--- src/rtl/pwm_pkg.sv ---
package pwm_pkg;

  typedef enum logic [2:0] {
    A_CMP_LO = 3'd0,
    A_CMP_HI = 3'd1,
    A_MODE   = 3'd2,
    A_CTL    = 3'd3,
    A_FCLR   = 3'd4
  } pwm_addr_e;

  // mode byte, bits [3:0]
  typedef struct packed {
    logic mat_en;
    logic wide;
    logic pwm_en;
    logic ecom;
  } pwm_mode_t;

  // control byte, bits [2:0]
  typedef struct packed {
    logic       arsel;
    logic [1:0] nsel;
  } pwm_ctl_t;

endpackage

--- src/rtl/pwm_timebase.sv ---
module pwm_timebase #(
  parameter int CNT_W = 16
) (
  input  logic             clk,
  input  logic             rst,
  input  logic             run,
  output logic [CNT_W-1:0] cnt
);

  always_ff @(posedge clk) begin
    if (rst)      cnt <= '0;
    else if (run) cnt <= cnt + 1'b1;
  end

endmodule

--- src/rtl/pwm_regs.sv ---
module pwm_regs
  import pwm_pkg::*;
#(
  parameter int CNT_W = 16
) (
  input  logic             clk,
  input  logic             rst,
  input  logic             wr_en,
  input  logic [2:0]       wr_addr,
  input  logic [7:0]       wr_data,
  input  logic             reload_evt,
  output logic [CNT_W-1:0] cmp,
  output pwm_mode_t        mode,
  output pwm_ctl_t         ctl,
  output logic             clr_ovf,
  output logic             clr_match
);

  localparam int HI_W = CNT_W - 8;

  logic [CNT_W-1:0] rld;
  logic lo_wr, hi_wr, mode_wr, ctl_wr, fclr_wr;

  always_comb begin
    lo_wr     = wr_en && (wr_addr == A_CMP_LO);
    hi_wr     = wr_en && (wr_addr == A_CMP_HI);
    mode_wr   = wr_en && (wr_addr == A_MODE);
    ctl_wr    = wr_en && (wr_addr == A_CTL);
    fclr_wr   = wr_en && (wr_addr == A_FCLR);
    clr_ovf   = fclr_wr && wr_data[0];
    clr_match = fclr_wr && wr_data[1];
  end

  always_ff @(posedge clk) begin
    if (rst) begin
      cmp  <= '0;
      rld  <= '0;
      mode <= '0;
      ctl  <= '0;
    end else begin
      // narrow-mode wrap: shadow value becomes live
      if (reload_evt) cmp <= rld;
      if (lo_wr) begin
        if (ctl.arsel) rld[7:0] <= wr_data;
        else begin
          cmp[7:0]  <= wr_data;
          mode.ecom <= 1'b0;
        end
      end
      if (hi_wr) begin
        if (ctl.arsel) rld[CNT_W-1:8] <= wr_data[HI_W-1:0];
        else begin
          cmp[CNT_W-1:8] <= wr_data[HI_W-1:0];
          mode.ecom      <= 1'b1;
        end
      end
      if (mode_wr) mode <= pwm_mode_t'(wr_data[3:0]);
      if (ctl_wr)  ctl  <= pwm_ctl_t'(wr_data[2:0]);
    end
  end

endmodule

--- src/rtl/pwm_compare.sv ---
module pwm_compare
  import pwm_pkg::*;
#(
  parameter int CNT_W      = 16,
  parameter int SHORT_BASE = 9
) (
  input  logic             clk,
  input  logic             rst,
  input  logic             run,
  input  logic [CNT_W-1:0] cnt,
  input  logic [CNT_W-1:0] cmp,
  input  pwm_mode_t        mode,
  input  pwm_ctl_t         ctl,
  input  logic             clr_ovf,
  input  logic             clr_match,
  output logic             reload_evt,
  output logic             pwm_out,
  output logic             match_flag,
  output logic             ovf_flag
);

  localparam logic [CNT_W-1:0] FULL_M = '1;
  localparam logic [CNT_W-1:0] MASK_1 = FULL_M >> (CNT_W - SHORT_BASE);
  localparam logic [CNT_W-1:0] MASK_2 = FULL_M >> (CNT_W - SHORT_BASE - 1);
  localparam logic [CNT_W-1:0] MASK_3 = FULL_M >> (CNT_W - SHORT_BASE - 2);

  logic             narrow, active, hit, at_zero, at_top;
  logic [CNT_W-1:0] mask;

  always_comb begin
    narrow = !mode.wide && (ctl.nsel != 2'd0);
    active = mode.ecom && mode.pwm_en && (mode.wide || narrow);
    mask   = FULL_M;
    if (narrow) begin
      case (ctl.nsel)
        2'd1:    mask = MASK_1;
        2'd2:    mask = MASK_2;
        default: mask = MASK_3;
      endcase
    end
    hit        = (cnt & mask) == (cmp & mask);
    at_zero    = (cnt & mask) == '0;
    at_top     = (cnt & mask) == mask;
    reload_evt = run && narrow && at_top;
  end

  // output level for count c+1 is decided from count c
  always_ff @(posedge clk) begin
    if (rst)                pwm_out <= 1'b0;
    else if (!active)       pwm_out <= 1'b0;
    else if (run) begin
      if (hit)              pwm_out <= 1'b1;
      else if (at_zero)     pwm_out <= 1'b0;
    end
  end

  always_ff @(posedge clk) begin
    if (rst) begin
      match_flag <= 1'b0;
      ovf_flag   <= 1'b0;
    end else begin
      if (run && active && hit && mode.mat_en) match_flag <= 1'b1;
      else if (clr_match)                      match_flag <= 1'b0;
      if (run && at_top)                       ovf_flag   <= 1'b1;
      else if (clr_ovf)                        ovf_flag   <= 1'b0;
    end
  end

endmodule

--- src/rtl/pwm_channel.sv ---
module pwm_channel
  import pwm_pkg::*;
#(
  parameter int CNT_W      = 16,
  parameter int SHORT_BASE = 9
) (
  input  logic       clk,
  input  logic       rst,
  input  logic       run,
  input  logic       wr_en,
  input  logic [2:0] wr_addr,
  input  logic [7:0] wr_data,
  output logic       pwm_out,
  output logic       match_flag,
  output logic       ovf_flag
);

  logic [CNT_W-1:0] cnt;
  logic [CNT_W-1:0] cmp;
  pwm_mode_t        mode;
  pwm_ctl_t         ctl;
  logic             clr_ovf, clr_match, reload_evt;
  logic             ecom, arsel, mat_en;

  assign ecom   = mode.ecom;
  assign arsel  = ctl.arsel;
  assign mat_en = mode.mat_en;

  pwm_timebase #(.CNT_W(CNT_W)) u_tb (
    .clk (clk),
    .rst (rst),
    .run (run),
    .cnt (cnt)
  );

  pwm_regs #(.CNT_W(CNT_W)) u_regs (
    .clk        (clk),
    .rst        (rst),
    .wr_en      (wr_en),
    .wr_addr    (wr_addr),
    .wr_data    (wr_data),
    .reload_evt (reload_evt),
    .cmp        (cmp),
    .mode       (mode),
    .ctl        (ctl),
    .clr_ovf    (clr_ovf),
    .clr_match  (clr_match)
  );

  pwm_compare #(.CNT_W(CNT_W), .SHORT_BASE(SHORT_BASE)) u_cmp (
    .clk        (clk),
    .rst        (rst),
    .run        (run),
    .cnt        (cnt),
    .cmp        (cmp),
    .mode       (mode),
    .ctl        (ctl),
    .clr_ovf    (clr_ovf),
    .clr_match  (clr_match),
    .reload_evt (reload_evt),
    .pwm_out    (pwm_out),
    .match_flag (match_flag),
    .ovf_flag   (ovf_flag)
  );

endmodule

--- config.mk ---
export PLATFORM = sky130hd
export DESIGN_NAME = pwm_channel
export DESIGN_NICKNAME = d
export VERILOG_FILES = /design/src/rtl/pwm_pkg.sv /design/src/rtl/pwm_timebase.sv /design/src/rtl/pwm_regs.sv /design/src/rtl/pwm_compare.sv /design/src/rtl/pwm_channel.sv
export SDC_FILE = /design/constraint.sdc
export NUM_CORES = 1
export LEC_CHECK = 0
export ABC_AREA = 0
export ABC_CLOCK_PERIOD_IN_PS = 3400
export BUFFER_PORTS_ARGS = -buffer_cell sky130_fd_sc_hd__buf_2
export CAP_MARGIN = 15
export CORE_MARGIN = 4
export CORE_UTILIZATION = 55
export CTS_BUF_LIST = sky130_fd_sc_hd__clkbuf_8
export CTS_CLUSTER_SIZE = 30
export DETAILED_ROUTE_END_ITERATION = 7
export HOLD_SLACK_MARGIN = 0.02
export MAX_ROUTING_LAYER = met4
export PLACE_DENSITY_LB_ADDON = 0.3
export SLEW_MARGIN = 40
export SYNTH_ARGS = -nofsm -noshare
export SYNTH_HDL_FRONTEND = slang
export SYNTH_HIERARCHICAL = 1
export SYNTH_SLANG_ARGS = --single-unit
--- constraint.sdc ---
create_clock -name clk -period 3.4 [get_ports clk]
set_clock_uncertainty 0.05 [all_clocks]
set_input_delay 0.34 -clock clk [delete_from_list [all_inputs] [get_ports clk]]
set_output_delay 0.34 -clock clk [all_outputs]
set_load 0.05 [all_outputs]
==> impl_metrics.py <==
metrics = {
    "yosys": {
        "postSynthCellCount": 334,
        "synth-edff-count": 0,
        "yosys_warnings": 6,
        "netlist_area_um2": 2950,
        "syn_area_per_cell_um2": 8.83,
        "synth_flop_cell": "dfxtp_1",
        "seq_area_frac_synth": 0.394,
        "synth-seq-cells": 58,
        "synth.distinct_cells": 51,
        "ys_async_sr_fraction": 0,
        "syn_nets": 352,
    },
    "sta": {
        "fmax_mhz": 442,
        "tns_ns": 0,
        "maxSlewHeadroom": 0.498,
        "worstMarginPinSlew_ns": 0.752,
        "final-max-slew-violation-count": 0,
        "hold_viol": 0,
        "rsz0062_at_grt": "false",
        "period_needed_ns": 2.26,
        "whs_ns": 0.242,
        "setup_violations": 0,
        "fin_crit_sh": 0.665,
    },
    "floorplan": {
        "die_w_um": 81.2,
        "die_area_um2": 6600,
        "ioPinCount": 18,
        "die_h_um": 81.2,
        "start_util": 0.574,
        "rows": 26,
        "core-area_um2": 5140,
    },
    "placement": {
        "place.gp.congestion": 0.850,
        "dp_hpwl_um": 4510,
        "port_buffers": 17,
    },
    "pwr": {
        "leakagePower_nw": 1.16,
        "ir_worst_vdd_uv": 325,
        "power.density_nw_per_um2": 428,
    },
    "clocking": {
        "clock-root-buffer": "clkbuf_8",
        "cts.reportedPaths.clkPinSlew_ns": 0.06,
        "clk_latency_ns": 0.33,
        "cts_tree": "yes",
        "cts_made_buffers": 9,
        "numClockSinks": 58,
        "cts-resized-gates": 0,
        "cts_hold_buf": 0,
        "cts_max_path_buffers": 2,
        "cts_setup_buffers": 0,
        "cts.htree.levels": 3,
    },
    "global_route": {
        "grt.total_usage": 0.243,
        "grt_pass1_wl_um": 11900,
        "antenna_found_initial": 0,
        "grt_max_degree": 38,
        "overflow": 0,
        "grt_pass1_vias": 2520,
    },
    "critical_path": {
        "crit_chain": "inv_1 -> ha_1 -> o22ai_1 -> nor4_1 -> o21ai_0 -> nor3_2 -> buf_4 -> nor2b_1 -> a221oi_1 -> nor3_1",
        "cp_max_fo": 24,
        "crit_buf_inv": 2,
        "cp-start-kind": "flip-flop",
        "crit_path_end_kind": "flip-flop",
        "worstSetupPathType": "flip-flop to flip-flop",
        "cp_slowest_cell": "dfxtp_1",
        "critical_path_required_ns": 3.56,
        "cpPeakStageDelay_ns": 0.35,
        "crit_arrival_ns": 2.42,
        "critPathTopFamily": "simple AND/OR/NAND/NOR gates",
    },
    "routing": {
        "routed_via_density": 5.98,
        "routed_wl_um": 6820,
        "drc": 0,
        "ant_nets": 0,
        "routedWlPerCell_um": 16.2,
        "vias": 2511,
        "drtPass1Iterations": 4,
        "drt-initial-drc-count": 294,
    },
    "finish": {
        "area_growth_pct": 9.46,
        "drive_gt1_frac": 0.151,
        "diodes": 0,
        "final_nets": 363,
    },
    "hold_path": {
        "holdCritPathClass": "input port to flip-flop",
    },
    "status": {
        "status": "complete, no violations",
    },
    "run": {
        "maxCapViolations": 0,
    },
}
-- metrics by stage --
| step | std cells | power [mW] | worst slack [ns] | instance area [um2] | utilization |
|---|---|---|---|---|---|
| 3_5_place_dp | 404 | 0.820 | 1.17 | 3050 | 0.593 |
| 3_3_place_gp | 404 | 0.818 | 1.29 | 3050 | 0.593 |
| 5_1_grt | 420 | 1.45 | 0.875 | 3230 | 0.628 |
| 2_1_floorplan | 334 | 0.786 | 0.996 | 2950 | - |
| 4_1_cts | 420 | 1.39 | 1.15 | 3230 | 0.628 |
| 6_report | 420 | 1.38 | 1.14 | 3230 | 0.628 |
-- layout make-up --
cell class                 count  area (um2)
multi-input combinational    247        1650
clock inverter                 4        17.5
sequential                    58        1160
inverter                       8        30.0
timing repair buffer          21         115
fill                         469        1910
clock buffer                  12         165
tap                           70        87.6
-- power by group --
| group | internal [mW] | switching [mW] | total [mW] |
|---|---|---|---|
| Sequential | 0.691 | 0.0138 | 0.705 |
| Combinational | 0.0391 | 0.0625 | 0.102 |
| Clock | 0.316 | 0.260 | 0.576 |
-- worst min-delay path, delay by kind of cell --
| kind | cells | cell delay, ns |
|---|---|---|
| buffers and inverters | 1 | 0.12 |
| and+or+nand+nor | 1 | 0.06 |
| AOI/OAI and AO/OA | 1 | 0.05 |
-- final timing paths --
path,startpoint,slack [ns],depth (start not counted),endpoint
min,wr_data[7],0.24,3,u_regs/rld[7]
min reg2reg,u_cmp/pwm_out,0.40,2,u_cmp/pwm_out
max,u_regs/ctl[0],1.14,10,u_regs/cmp[14]
max reg2reg,u_regs/ctl[0],1.14,10,u_regs/cmp[14]
-- per-layer routing --
| layer | vias up | GRT usage | wire length [um] | part of all wire |
|---|---|---|---|---|
| met2 | 70 | 0.369 | 3210 | 0.47 |
| met1 | 1190 | 0.303 | 3130 | 0.46 |
| met4 | 0 | 0.0709 | 81 | 0.012 |
| li1 | 1245 | - | - | - |
| met3 | 6 | 0.0865 | 400 | 0.059 |
| met5 | - | - | 0 | 0 |
-- sequential cells by signal, indices dropped and copies added (netlist names), named ones only --
signal / cells
u_cmp/match_flag: 1
u_regs/mode: 3
u_regs/rld: 16
u_tb/cnt: 16
u_regs/cmp: 16
u_cmp/pwm_out: 1
u_regs/ctl: 3
u_cmp/ovf_flag: 1
-- cells in the final DEF, fill, tap and decap left out, types with 3 or more instances in the layout --
cell type and n:
nand3_1 22, buf_2 17, dfxtp_1 58, o21ai_0 18, nand4_1 6, a21oi_1 22
inv_1 10, mux2i_1 15, nor2b_1 11, clkbuf_8 12, a211oi_1 9, xor2_1 12
xnor2_1 14, ha_1 3, nand2_1 11, nor3_1 28, a221oi_1 8, nor4_1 7
nor2_1 27, buf_4 4
-- logic make-up (layout without fill, tap and decap cells) --
group | count (synthesis) | count (layout) | share of synthesized area
simple gates | 137 | 137 | 0.276
mux | 17 | 17 | 0.0585
compound gates | 64 | 64 | 0.134
xor+xnor | 26 | 26 | 0.0772
flops | 58 | 58 | 0.394
fa+ha+maj | 3 | 3 | 0.0127
buf+inv | 29 | 45 | 0.0479
-- cell usage after synthesis, drive strengths merged (2+ instances only) --
cell     n  area, um2
dfxtp   58       1160
nor3    30        155
nor2    27        101
a21oi   22        110
nand3   22        110
o21ai   19       98.9
mux2i   15        150
xnor2   14        123
clkbuf  12       46.3
xor2    12        105
nand2   11       41.3
nor2b   11       68.8
a211oi   9       67.6
buf      9       65.1
nor4     9       77.6
a221oi   8       70.1
inv      8       30.0
nand4    8       71.3
ha       3       37.5
and4     2       20.0
and4bb   2       25.0
mux2     2       22.5
nand2b   2       12.5
nor4b    2       38.8
o41ai    2       17.5
or4      2       18.8
(Power assumes the default switching activity.)
